### src/rtl/i2c_evt_pkg.sv
package i2c_evt_pkg;
  localparam int EV_N      = 6;
  localparam int EV_SADDR  = 0;
  localparam int EV_SSTOP  = 1;
  localparam int EV_OVS    = 2;
  localparam int EV_EARLY  = 3;
  localparam int EV_MLOSS  = 4;
  localparam int EV_NACK   = 5;

  localparam int BYTE_BITS = 8;
  localparam int ADDR_BITS = BYTE_BITS - 1;

  localparam int RA_STATUS = 0;
  localparam int RA_ENABLE = 1;
  localparam int RA_OWN    = 2;
  localparam int RA_SIZE   = 3;
  localparam int RA_RW     = 4;

  typedef enum logic [1:0] {
    PH_IDLE,
    PH_ADDR,
    PH_DATA,
    PH_DEAD
  } phase_t;
endpackage

### src/rtl/i2c_evt_busmon.sv
module i2c_evt_busmon #(
  parameter int SYNC_STAGES = 2
) (
  input  logic clk,
  input  logic rst,
  input  logic scl_in,
  input  logic sda_in,
  output logic scl_rise,
  output logic start_det,
  output logic stop_det,
  output logic sda_q
);
  logic [SYNC_STAGES-1:0] scl_sync;
  logic [SYNC_STAGES-1:0] sda_sync;
  logic scl_now, sda_now, scl_prev, sda_prev;

  generate
    if (SYNC_STAGES == 1) begin : g_one
      always_ff @(posedge clk) begin
        if (rst) begin
          scl_sync <= 1'b1;
          sda_sync <= 1'b1;
        end else begin
          scl_sync <= scl_in;
          sda_sync <= sda_in;
        end
      end
    end else begin : g_chain
      always_ff @(posedge clk) begin
        if (rst) begin
          scl_sync <= '1;
          sda_sync <= '1;
        end else begin
          scl_sync <= {scl_sync[SYNC_STAGES-2:0], scl_in};
          sda_sync <= {sda_sync[SYNC_STAGES-2:0], sda_in};
        end
      end
    end
  endgenerate

  assign scl_now = scl_sync[SYNC_STAGES-1];
  assign sda_now = sda_sync[SYNC_STAGES-1];

  always_ff @(posedge clk) begin
    if (rst) begin
      scl_prev  <= 1'b1;
      sda_prev  <= 1'b1;
      scl_rise  <= 1'b0;
      start_det <= 1'b0;
      stop_det  <= 1'b0;
      sda_q     <= 1'b1;
    end else begin
      scl_prev  <= scl_now;
      sda_prev  <= sda_now;
      scl_rise  <= !scl_prev && scl_now;
      start_det <= scl_prev && scl_now && sda_prev && !sda_now;
      stop_det  <= scl_prev && scl_now && !sda_prev && sda_now;
      sda_q     <= sda_now;
    end
  end

  // a bus condition never coincides with a clock edge or its opposite
  p_cond_exclusive_r1: assert property (@(posedge clk) disable iff (rst)
    start_det |-> (!stop_det && !scl_rise));
  p_start_pulse_r1: assert property (@(posedge clk) disable iff (rst)
    start_det |=> !start_det);
endmodule

### src/rtl/i2c_evt_arb.sv
module i2c_evt_arb (
  input  logic clk,
  input  logic rst,
  input  logic scl_rise,
  input  logic sda_q,
  input  logic start_det,
  input  logic stop_det,
  input  logic tx_window,
  input  logic mst_tx,
  input  logic mst_sda_drv,
  output logic loss_ev,
  output logic arb_lost
);
  logic mismatch;
  assign mismatch = scl_rise && tx_window && mst_tx && mst_sda_drv && !sda_q;

  always_ff @(posedge clk) begin
    if (rst) begin
      loss_ev  <= 1'b0;
      arb_lost <= 1'b0;
    end else begin
      loss_ev <= mismatch;
      if (start_det || stop_det) arb_lost <= 1'b0;
      else if (mismatch)         arb_lost <= 1'b1;
    end
  end

  // the release signal drops after a stop
  p_release_on_stop_r6: assert property (@(posedge clk) disable iff (rst)
    stop_det |=> !arb_lost);
  // receive bits never produce a loss
  p_rx_no_loss_r6: assert property (@(posedge clk) disable iff (rst)
    !mst_tx |=> !loss_ev);
endmodule

### src/rtl/i2c_evt_tracker.sv
module i2c_evt_tracker
  import i2c_evt_pkg::*;
#(
  parameter int CNT_W = 8
) (
  input  logic                 clk,
  input  logic                 rst,
  input  logic                 start_det,
  input  logic                 stop_det,
  input  logic                 scl_rise,
  input  logic                 sda_q,
  input  logic                 loss_ev,
  input  logic                 mst_active,
  input  logic [ADDR_BITS-1:0] own_addr,
  input  logic [CNT_W-1:0]     xfer_len,
  output logic [EV_N-1:0]      ev,
  output logic                 rw_capt,
  output logic                 nack_stop_req,
  output logic                 tx_window
);
  localparam int IDX_W = $clog2(BYTE_BITS + 1);
  localparam logic [IDX_W-1:0] LAST_IDX = IDX_W'(BYTE_BITS);
  localparam logic [CNT_W-1:0] CNT_MAX  = '1;

  phase_t               phase;
  logic                 mode_mst;
  logic [IDX_W-1:0]     bit_idx;
  logic [BYTE_BITS-1:0] shreg;
  logic [CNT_W-1:0]     cnt;
  logic                 short_xfer;
  logic                 in_byte;

  assign short_xfer = (phase == PH_DATA) && (cnt < xfer_len);
  assign in_byte    = (phase == PH_ADDR) || (phase == PH_DATA);
  assign tx_window  = mode_mst && in_byte && (bit_idx != LAST_IDX);

  always_ff @(posedge clk) begin
    if (rst) begin
      phase         <= PH_IDLE;
      mode_mst      <= 1'b0;
      bit_idx       <= '0;
      shreg         <= '0;
      cnt           <= '0;
      ev            <= '0;
      rw_capt       <= 1'b0;
      nack_stop_req <= 1'b0;
    end else begin
      ev                <= '0;
      nack_stop_req     <= 1'b0;
      ev[EV_MLOSS]      <= loss_ev;
      if (start_det) begin
        if (short_xfer) ev[EV_EARLY] <= 1'b1;
        phase    <= PH_ADDR;
        mode_mst <= mst_active;
        bit_idx  <= '0;
        cnt      <= '0;
      end else if (stop_det) begin
        if (short_xfer) ev[EV_EARLY] <= 1'b1;
        if (phase == PH_DATA && !mode_mst) ev[EV_SSTOP] <= 1'b1;
        phase   <= PH_IDLE;
        bit_idx <= '0;
      end else if (loss_ev) begin
        phase <= PH_DEAD;
      end else if (scl_rise && in_byte) begin
        if (bit_idx != LAST_IDX) begin
          shreg   <= {shreg[BYTE_BITS-2:0], sda_q};
          bit_idx <= bit_idx + 1'b1;
        end else begin
          bit_idx <= '0;
          if (phase == PH_ADDR) begin
            if (mode_mst) begin
              if (sda_q) begin
                ev[EV_NACK]   <= 1'b1;
                nack_stop_req <= 1'b1;
                phase         <= PH_DEAD;
              end else begin
                phase <= PH_DATA;
              end
            end else if (shreg[BYTE_BITS-1:1] == own_addr) begin
              ev[EV_SADDR] <= 1'b1;
              rw_capt      <= shreg[0];
              phase        <= PH_DATA;
            end else begin
              phase <= PH_DEAD;
            end
          end else begin
            if (!mode_mst && cnt == xfer_len) ev[EV_OVS] <= 1'b1;
            if (cnt != CNT_MAX) cnt <= cnt + 1'b1;
          end
        end
      end
    end
  end

  // an abandoned transaction reports no size or stop events
  p_dead_quiet_r7: assert property (@(posedge clk) disable iff (rst)
    (phase == PH_DEAD) |=> (!ev[EV_EARLY] && !ev[EV_OVS] && !ev[EV_SSTOP]));
  // the bit position never passes the acknowledge slot
  p_bit_range_r10: assert property (@(posedge clk) disable iff (rst)
    bit_idx <= LAST_IDX);
  // oversize only follows a slave-mode transaction
  p_ovs_slave_r4: assert property (@(posedge clk) disable iff (rst)
    ev[EV_OVS] |-> !mode_mst);
endmodule

### src/rtl/i2c_evt_regs.sv
module i2c_evt_regs
  import i2c_evt_pkg::*;
#(
  parameter int AW    = 3,
  parameter int DW    = 8,
  parameter int CNT_W = 8
) (
  input  logic                 clk,
  input  logic                 rst,
  input  logic                 reg_wr,
  input  logic                 reg_rd,
  input  logic [AW-1:0]        reg_addr,
  input  logic [DW-1:0]        reg_wdata,
  input  logic [EV_N-1:0]      ev,
  input  logic                 rw_capt,
  output logic [EV_N-1:0]      flags_q,
  output logic [ADDR_BITS-1:0] own_addr,
  output logic [CNT_W-1:0]     xfer_len,
  output logic [DW-1:0]        reg_rdata,
  output logic                 irq
);
  logic [EV_N-1:0] enable_q;
  logic            wr_status;
  logic [EV_N-1:0] clr_mask;

  assign wr_status = reg_wr && (reg_addr == AW'(RA_STATUS));
  assign clr_mask  = wr_status ? reg_wdata[EV_N-1:0] : '0;

  always_ff @(posedge clk) begin
    if (rst) begin
      flags_q  <= '0;
      enable_q <= '0;
      own_addr <= '0;
      xfer_len <= '0;
      irq      <= 1'b0;
    end else begin
      flags_q <= ev | (flags_q & ~clr_mask);
      irq     <= |(flags_q & enable_q);
      if (reg_wr && reg_addr == AW'(RA_ENABLE)) enable_q <= reg_wdata[EV_N-1:0];
      if (reg_wr && reg_addr == AW'(RA_OWN))    own_addr <= reg_wdata[ADDR_BITS-1:0];
      if (reg_wr && reg_addr == AW'(RA_SIZE))   xfer_len <= CNT_W'(reg_wdata);
    end
  end

  always_ff @(posedge clk) begin
    if (rst) begin
      reg_rdata <= '0;
    end else if (reg_rd) begin
      case (reg_addr)
        AW'(RA_STATUS): reg_rdata <= DW'(flags_q);
        AW'(RA_ENABLE): reg_rdata <= DW'(enable_q);
        AW'(RA_OWN):    reg_rdata <= DW'(own_addr);
        AW'(RA_SIZE):   reg_rdata <= DW'(xfer_len);
        AW'(RA_RW):     reg_rdata <= DW'(rw_capt);
        default:        reg_rdata <= '0;
      endcase
    end
  end

  // without a status write no flag is lost
  p_sticky_r9: assert property (@(posedge clk) disable iff (rst)
    !wr_status |=> ((flags_q & $past(flags_q)) == $past(flags_q)));
  // a clear with no competing event empties the written bits
  p_clear_r9: assert property (@(posedge clk) disable iff (rst)
    (wr_status && ev == '0) |=> ((flags_q & $past(reg_wdata[EV_N-1:0])) == '0));
  // a fully masked enable keeps the line low
  p_masked_low_r8: assert property (@(posedge clk) disable iff (rst)
    (enable_q == '0) |=> !irq);
endmodule

### src/rtl/i2c_xfer_event_irq.sv
module i2c_xfer_event_irq
  import i2c_evt_pkg::*;
#(
  parameter int SYNC_STAGES = 2,
  parameter int REG_AW      = 3,
  parameter int REG_DW      = 8,
  parameter int CNT_W       = 8
) (
  input  logic              clk,
  input  logic              rst,
  input  logic              scl_in,
  input  logic              sda_in,
  input  logic              mst_active,
  input  logic              mst_tx,
  input  logic              mst_sda_drv,
  input  logic              reg_wr,
  input  logic              reg_rd,
  input  logic [REG_AW-1:0] reg_addr,
  input  logic [REG_DW-1:0] reg_wdata,
  output logic [REG_DW-1:0] reg_rdata,
  output logic              irq,
  output logic              arb_lost,
  output logic              nack_stop_req
);
  logic scl_rise, start_det, stop_det, sda_q;
  logic loss_ev, tx_window, rw_capt;
  logic [EV_N-1:0]      ev;
  logic [EV_N-1:0]      flags_q;
  logic [ADDR_BITS-1:0] own_addr;
  logic [CNT_W-1:0]     xfer_len;

  i2c_evt_busmon #(.SYNC_STAGES(SYNC_STAGES)) busmon_i (
    .clk(clk), .rst(rst), .scl_in(scl_in), .sda_in(sda_in),
    .scl_rise(scl_rise), .start_det(start_det), .stop_det(stop_det), .sda_q(sda_q)
  );

  i2c_evt_arb arb_i (
    .clk(clk), .rst(rst), .scl_rise(scl_rise), .sda_q(sda_q),
    .start_det(start_det), .stop_det(stop_det), .tx_window(tx_window),
    .mst_tx(mst_tx), .mst_sda_drv(mst_sda_drv),
    .loss_ev(loss_ev), .arb_lost(arb_lost)
  );

  i2c_evt_tracker #(.CNT_W(CNT_W)) tracker_i (
    .clk(clk), .rst(rst), .start_det(start_det), .stop_det(stop_det),
    .scl_rise(scl_rise), .sda_q(sda_q), .loss_ev(loss_ev), .mst_active(mst_active),
    .own_addr(own_addr), .xfer_len(xfer_len), .ev(ev), .rw_capt(rw_capt),
    .nack_stop_req(nack_stop_req), .tx_window(tx_window)
  );

  i2c_evt_regs #(.AW(REG_AW), .DW(REG_DW), .CNT_W(CNT_W)) regs_i (
    .clk(clk), .rst(rst), .reg_wr(reg_wr), .reg_rd(reg_rd), .reg_addr(reg_addr),
    .reg_wdata(reg_wdata), .ev(ev), .rw_capt(rw_capt), .flags_q(flags_q),
    .own_addr(own_addr), .xfer_len(xfer_len), .reg_rdata(reg_rdata), .irq(irq)
  );

  // the stop request is a single-cycle pulse and lands in the flag
  p_nack_pulse_r7: assert property (@(posedge clk) disable iff (rst)
    nack_stop_req |=> !nack_stop_req);
  p_nack_flag_r7: assert property (@(posedge clk) disable iff (rst)
    nack_stop_req |=> flags_q[EV_NACK]);
  // a detected loss reaches the status flag two cycles later
  p_loss_flag_r6: assert property (@(posedge clk) disable iff (rst)
    loss_ev |=> ##1 flags_q[EV_MLOSS]);
endmodule

### config.mk
export PLATFORM = sky130hd
export DESIGN_NAME = i2c_xfer_event_irq
export DESIGN_NICKNAME = d
export VERILOG_FILES = /design/src/rtl/i2c_evt_pkg.sv /design/src/rtl/i2c_evt_busmon.sv /design/src/rtl/i2c_evt_arb.sv /design/src/rtl/i2c_evt_tracker.sv /design/src/rtl/i2c_evt_regs.sv /design/src/rtl/i2c_xfer_event_irq.sv
export SDC_FILE = /design/constraint.sdc
export NUM_CORES = 1
export LEC_CHECK = 0
export ABC_AREA = 1
export CORE_MARGIN = 5
export CORE_UTILIZATION = 51
export DETAILED_ROUTE_END_ITERATION = 16
export PLACE_DENSITY = 0.79
export REMOVE_ABC_BUFFERS = 1
export SYNTH_ARGS = -nofsm -noshare
export SYNTH_HDL_FRONTEND = slang
export SYNTH_SLANG_ARGS = --single-unit
### constraint.sdc
create_clock -name clk -period 1.7 [get_ports clk]
set_clock_uncertainty 0.1 [all_clocks]
set_input_delay 0.34 -clock clk [delete_from_list [all_inputs] [get_ports clk]]
set_output_delay 0.34 -clock clk [all_outputs]
set_load 0.005 [all_outputs]
==> flow_summary.json, run 1 <==
{
  "r2r_slack_ns": 0.04,
  "arrival_ns": 1.80,
  "r2r-start": "tracker_i.bit_idx[1]",
  "postRouteAntennaNets": 0,
  "die_area_um2": 8500,
  "drv_slew": 0,
  "finalCritPeriodShare_pct": 97.6,
  "fillCellCount": 576,
  "cts.sinks": 77,
  "synth_cells": 459,
  "drcViolationCount": 0,
  "finalSetupViolCount": 0,
  "ir_drop_mv": 0.557,
  "synth_seq_cells": 77,
  "finalNetCount": 550,
  "dr.pass1.iters": 5,
  "cts_tree": "built",
  "h-tree-depth": 3,
  "grt_max_degree": 29,
  "relSlewSlack_pct": 81.3,
  "maxUsedRoutingLayer": "met4",
  "rows": 30,
  "start_util_pct": 51.6,
  "route.met2.wl_um": 4070,
  "cts_made_buffers": 9,
  "core-area_um2": 6680,
  "grt_pass1_vias": 3101,
  "stdcell_area_um2": 4340,
  "synth_warnings": 0,
  "start_kind": "register",
  "power_mw": 3.83,
  "status": "complete, no violations",
  "met1Wirelength_um": 3930,
  "syn-cell-area_um2": 3450,
  "track_usage_pct": 21.1,
  "placed_cell_area_um2": 3990,
  "postLayoutCoreUtil_pct": 65.0,
  "crit_fanout": 5,
  "wirelength_um": 8520,
  "crit_path_end_kind": "register",
  "gp_congestion": 0.890,
  "diodes": 0,
  "antenna_found_initial": 0,
  "cp.required_ns": 1.84,
  "wl_met3_um": 376,
  "avgSynthCellArea_um2": 7.51,
  "numPortBuffers": 30,
  "drt-initial-drc-count": 183,
  "worstHoldStart": "busmon_i.scl_sync[0]",
  "holdWs_ns": 0.321,
  "synth_cell_types": 35,
  "dp_cells": 584,
  "cts-root-buf": "clkbuf_8",
  "path_clk_slew_ns": 0.08,
  "clock_path_buffers": 2,
  "tns_ns": 0,
  "wl_per_cell_um": 14.2,
  "yosysSeqAreaShare_pct": 44.7,
  "r2r_end": "tracker_i.cnt[3]",
  "holdPathStages": 1,
  "cts_hold_buf": 0,
  "power_density_nw_per_um2": 882,
  "die_y_um": 92.2,
  "pre_cts_slack_ns": -0.211,
  "synth_ff_type": "dfxtp_1",
  "synth_edf_count": 0,
  "async_flop_share_pct": 0,
  "crit_type": "register to register",
  "grt-ovfl-total": 0,
  "cp_slowest_stage_delay_ns": 0.34,
  "io_pins": 31,
  "fmax_mhz": 603,
  "min_to": "busmon_i.scl_sync[1]",
  "viasPerCell": 5.30,
  "worstRegToRegCells": 8,
  "area_delta_synth_final_pct": 26.0,
  "vias": 3192,
  "crit_chain": "inv_2 -> ha_4 -> nand2_2 -> nor2_4 -> nand4_1 -> buf_6 -> o21ai_2 -> a21oi_1",
  "max_slew.worst_pin.slew_ns": 0.280,
  "grt_first_pass_wirelength_um": 14300,
  "p_leak_nw": 1.67,
  "setup_ws_ns": 0.0413,
  "slowest_stage": "dfxtp_2",
  "hold_viol_final": 0,
  "rsz0062_at_grt": "true",
  "cap_violations": 0,
  "stdcell_count": 602,
  "hold_class": "register to register",
  "chipWidth_um": 92.2,
  "period_minus_slack_ns": 1.66,
  "hpwl_um": 6210,
  "clk-insertion-delay-late_ns": 0.36,
  "drive_above_1_share_pct": 16.3
}
[final cells by class]
type	count	area (um^2)	share of cell area (%)
Sequential cell	77	1550	35.7
Multi-Input combinational cell	304	1680	38.7
Clock buffer	10	138	3.17
Clock inverter	6	110	2.54
Timing Repair Buffer	57	508	11.7
Inverter	68	255	5.88
Tap cell	80	100	2.30
[what timing repair did]
item | in CTS | in global routing
gates resized for setup | 8 | 33
pin swaps | 1 | 7
endpoints found under the setup margin | 12 | 19
setup buffers | 1 | 0
gates cloned | 1 | 0
[cells in the final DEF (no fill, tap or decap), types with 12 or more instances in the layout]
cell and instances:
buf_4 24, dfxtp_1 71, inv_1 60, nand2_1 93, nor2_1 21, clkdlybuf4s50_1 30, o21ai_0 35, nand3_1 12
o21ai_1 12, a21oi_1 57
[routing by layer]
layer  vias to the layer above  track usage (%)
met4                         0             7.92
met1                      1467             27.4
li1                       1632                -
met3                        14             4.59
met5                         -                0
met2                        79             34.4
[cell usage after synthesis, types with 2 or more instances]
| cell type | n | area, um^2 |
|---|---|---|
| a21oi_1 | 57 | 285 |
| a31oi_1 | 2 | 12.5 |
| buf_2 | 2 | 10.0 |
| buf_4 | 2 | 15.0 |
| clkbuf_1 | 6 | 22.5 |
| dfxtp_1 | 77 | 1540 |
| ha_1 | 13 | 163 |
| inv_1 | 63 | 236 |
| inv_2 | 4 | 15.0 |
| nand2_1 | 96 | 360 |
| nand3_1 | 13 | 65.1 |
| nand4_1 | 8 | 50.1 |
| nor2_1 | 23 | 86.3 |
| nor2_2 | 2 | 12.5 |
| nor2_4 | 4 | 45.0 |
| nor3_1 | 5 | 25.0 |
| nor4_1 | 4 | 25.0 |
| o2111ai_1 | 5 | 43.8 |
| o21ai_0 | 47 | 235 |
| o21ai_1 | 4 | 20.0 |
| or2_2 | 4 | 25.0 |
| xnor2_1 | 3 | 26.3 |
| xor2_1 | 3 | 26.3 |
[flip-flops by register name, indices dropped and copies added, names as in the netlist, 4 cells and up]
| name | count |
|---|---|
| regs_i.own_addr | 7 |
| tracker_i.ev | 5 |
| tracker_i.bit_idx | 4 |
| regs_i.flags_q | 6 |
| regs_i.xfer_len | 8 |
| regs_i.enable_q | 6 |
| tracker_i.cnt | 8 |
| tracker_i.shreg | 8 |
| regs_i.reg_rdata | 8 |
[kinds of logic (layout without fill, tap and decap cells)]
| group | Yosys count | after routing | share of synthesized area (%) |
|---|---|---|---|
| adder cells (fa/ha/maj) | 13 | 13 | 4.72 |
| AND/OR/NAND/NOR | 164 | 164 | 21.6 |
| XOR/XNOR | 6 | 6 | 1.53 |
| flip-flops | 77 | 77 | 44.7 |
| AO/OA/AOI/OAI | 121 | 121 | 18.6 |
| buffers and inverters | 78 | 141 | 8.79 |
[where the power goes]
| group | leakage, nW | internal, mW | switching, mW |
|---|---|---|---|
| clock | 0.119 | 1.01 | 0.686 |
| sequential | 0.627 | 1.83 | 0.0243 |
| combinational | 0.921 | 0.121 | 0.155 |
[how the worst max path moves through the flow]
stage	from	endpoint	depth (start not counted)	slack [ns]
2_1_floorplan	tracker_i.phase[0]	tracker_i.shreg[0]	8	-0.1
3_3_place_gp	reg_addr[1]	regs_i.xfer_len[7]	6	-0.19
3_5_place_dp	reg_addr[1]	regs_i.xfer_len[5]	6	-0.21
4_1_cts	tracker_i.nack_stop_req	nack_stop_req	1	0.02
5_1_grt	tracker_i.bit_idx[1]	tracker_i.cnt[2]	10	-0.03
6_report	tracker_i.bit_idx[1]	tracker_i.cnt[3]	8	0.04
[worst max-delay path, delay by kind of cell (launching register included)]
kind            cells  cell delay [ns]
flops               1             0.34
compound gates      2             0.21
simple gates        3             0.47
buf+inv             2             0.29
fa+ha+maj           1             0.14
Note: power is estimated with default switching activity, not from simulation.
==> inputs of run 2 (changes only) <==
Settings changed: CORE_MARGIN 5 to 3, SETUP_SLACK_MARGIN set to 0.2.
==> run 2 against run 1 <==
Net effect: sequential share of layout area decreased by 1.5 points; largest cell class unchanged; global-route usage increased by 3.5 points; critical endpoint is now tracker_i.cnt[2]; sequential power about the same; sequential cell count unchanged; non-clock buffer count increased by 9; count of clock-buffer cells in the layout increased by 2; via count increased by 3.5%; setup slack improved by 0.029 ns.
==> flow_summary.json, run 2 (synthesized netlist as in run 1, its figures left out) <==
{
  "fmax_mhz": 614,
  "setup_ws_ns": 0.0705,
  "io_pins": 31,
  "period_minus_slack_ns": 1.63,
  "chipWidth_um": 88.2,
  "relSlewSlack_pct": 73.3,
  "power_mw": 3.60,
  "crit_chain": "inv_2 -> ha_4 -> nand2_4 -> nor2_4 -> nand3_2 -> nor3_2 -> nand2_4 -> o21ai_1 -> a21oi_1",
  "h-tree-depth": 3,
  "max_slew.worst_pin.slew_ns": 0.400,
  "drcViolationCount": 0,
  "final_common_cell": "nand2_1",
  "ir_drop_mv": 0.883,
  "die_y_um": 88.2,
  "cts_tree": "built",
  "start_util_pct": 53.4,
  "finalCritPeriodShare_pct": 95.9,
  "p_leak_nw": 1.81,
  "vias": 3304,
  "stdcell_count": 608,
  "finalNetCount": 559,
  "power_density_nw_per_um2": 787,
  "drt-initial-drc-count": 245,
  "grt_first_pass_wirelength_um": 14700,
  "numPortBuffers": 30,
  "crit_family": "simple AND/OR/NAND/NOR gates",
  "rsz0062_at_grt": "true",
  "grt_max_degree": 17,
  "cp.required_ns": 1.84,
  "dr.pass1.iters": 5,
  "seq_area_um2": 1560,
  "crit_fanout": 5,
  "fillCellCount": 516,
  "start_kind": "register",
  "path_clk_slew_ns": 0.08,
  "cts_made_buffers": 9,
  "rows": 29,
  "placed_cell_area_um2": 3990,
  "drive_above_1_share_pct": 25.2,
  "clock_path_buffers": 2,
  "hpwl_um": 6320,
  "area_delta_synth_final_pct": 32.9,
  "track_usage_pct": 24.6,
  "wl_per_cell_um": 15.3,
  "clk-insertion-delay-late_ns": 0.35,
  "mostFrequentLayoutCells": "nand2_1, dfxtp_1, inv_1, a21oi_1, buf_4",
  "pre_cts_slack_ns": -0.232,
  "gp_congestion": 0.929,
  "finalSetupViolCount": 0,
  "crit_top_cell": "nand2_4",
  "stdcell_area_um2": 4580,
  "postRouteAntennaNets": 0,
  "antenna_found_initial": 0,
  "crit_path_end_kind": "register",
  "viasPerCell": 5.43,
  "slowest_stage": "dfxtp_2",
  "drv_slew": 0,
  "grt-ovfl-total": 0,
  "status": "complete, no violations",
  "diodes": 0,
  "dp_cells": 582,
  "arrival_ns": 1.77,
  "cts-root-buf": "clkbuf_8",
  "crit_type": "register to register",
  "multi_input_area_um2": 1880,
  "cap_violations": 0,
  "cp_slowest_stage_delay_ns": 0.33,
  "hold_viol_final": 0,
  "cts.sinks": 77,
  "core-area_um2": 6460,
  "hold_class": "register to register",
  "grt_pass1_vias": 3210,
  "die_area_um2": 7780,
  "wirelength_um": 9310,
  "crit_buf_inv": 1
}
==> run 2: area by class of cell <==
type	count	area share (%)
multi-input cells	304	41.0
flip-flops and latches	77	34.1
repair buffers	66	12.6
inverters	68	5.57
clock buffers	12	3.39
well taps	77	2.10
clock inverters	4	1.20
==> run 2: power breakdown <==
part	switching (mW)	internal [mW]	total [mW]
combinational	0.172	0.125	0.298
sequential	0.0267	1.83	1.86
clock	0.683	0.767	1.45
total	0.882	2.72	3.60
==> run 2: worst paths after layout <==
kind / from / endpoint / slack [ns] / cells past startpoint
min: busmon_i.scl_sync[0] / busmon_i.scl_sync[1] / 0.31 / 1
max: tracker_i.bit_idx[0] / tracker_i.cnt[2] / 0.07 / 9
min reg2reg: busmon_i.scl_sync[0] / busmon_i.scl_sync[1] / 0.31 / 1
max reg2reg: tracker_i.bit_idx[0] / tracker_i.cnt[2] / 0.07 / 9
==> run 2: worst reg2reg max path: cells and delay by family, from the launching register on <==
family,cells,cell delay [ns]
simple gates,5,0.68
flops,1,0.33
compound gates,2,0.20
fa+ha+maj,1,0.14
buf+inv,1,0.07
==> run 2: routing by layer <==
layer | GRT usage [%] | routed length [um]
met2 | 41.9 | 4580
met5 | 0 | 0
met3 | 6.11 | 459
met4 | 10.2 | 218
met1 | 29.6 | 4050
==> run 2: timing repair <==
action / in CTS / in global routing
gates cloned: 1 / 0
setup endpoints to repair: 60 / 53
setup buffers: 6 / 3
hold buffers: 0 / 0
gates resized for setup: 84 / 43
pin swaps: 19 / 16
==> run 2: through the flow <==
stage          setup TNS [ns]  util [%]  hold slack [ns]
6_report                    0      70.9            0.311
5_1_grt              -0.00943      70.9            0.335
4_1_cts                     0      67.9            0.314
3_5_place_dp            -7.33      61.8            0.300
3_3_place_gp            -4.71      61.8            0.297
2_1_floorplan          -0.786         -            0.289
==> inputs of run 3 (changes only) <==
Settings changed: CTS_CLUSTER_SIZE set to 40.
==> results of run 3 <==
Same layout as run 2: the final DEF is identical, and so are final timing and power.
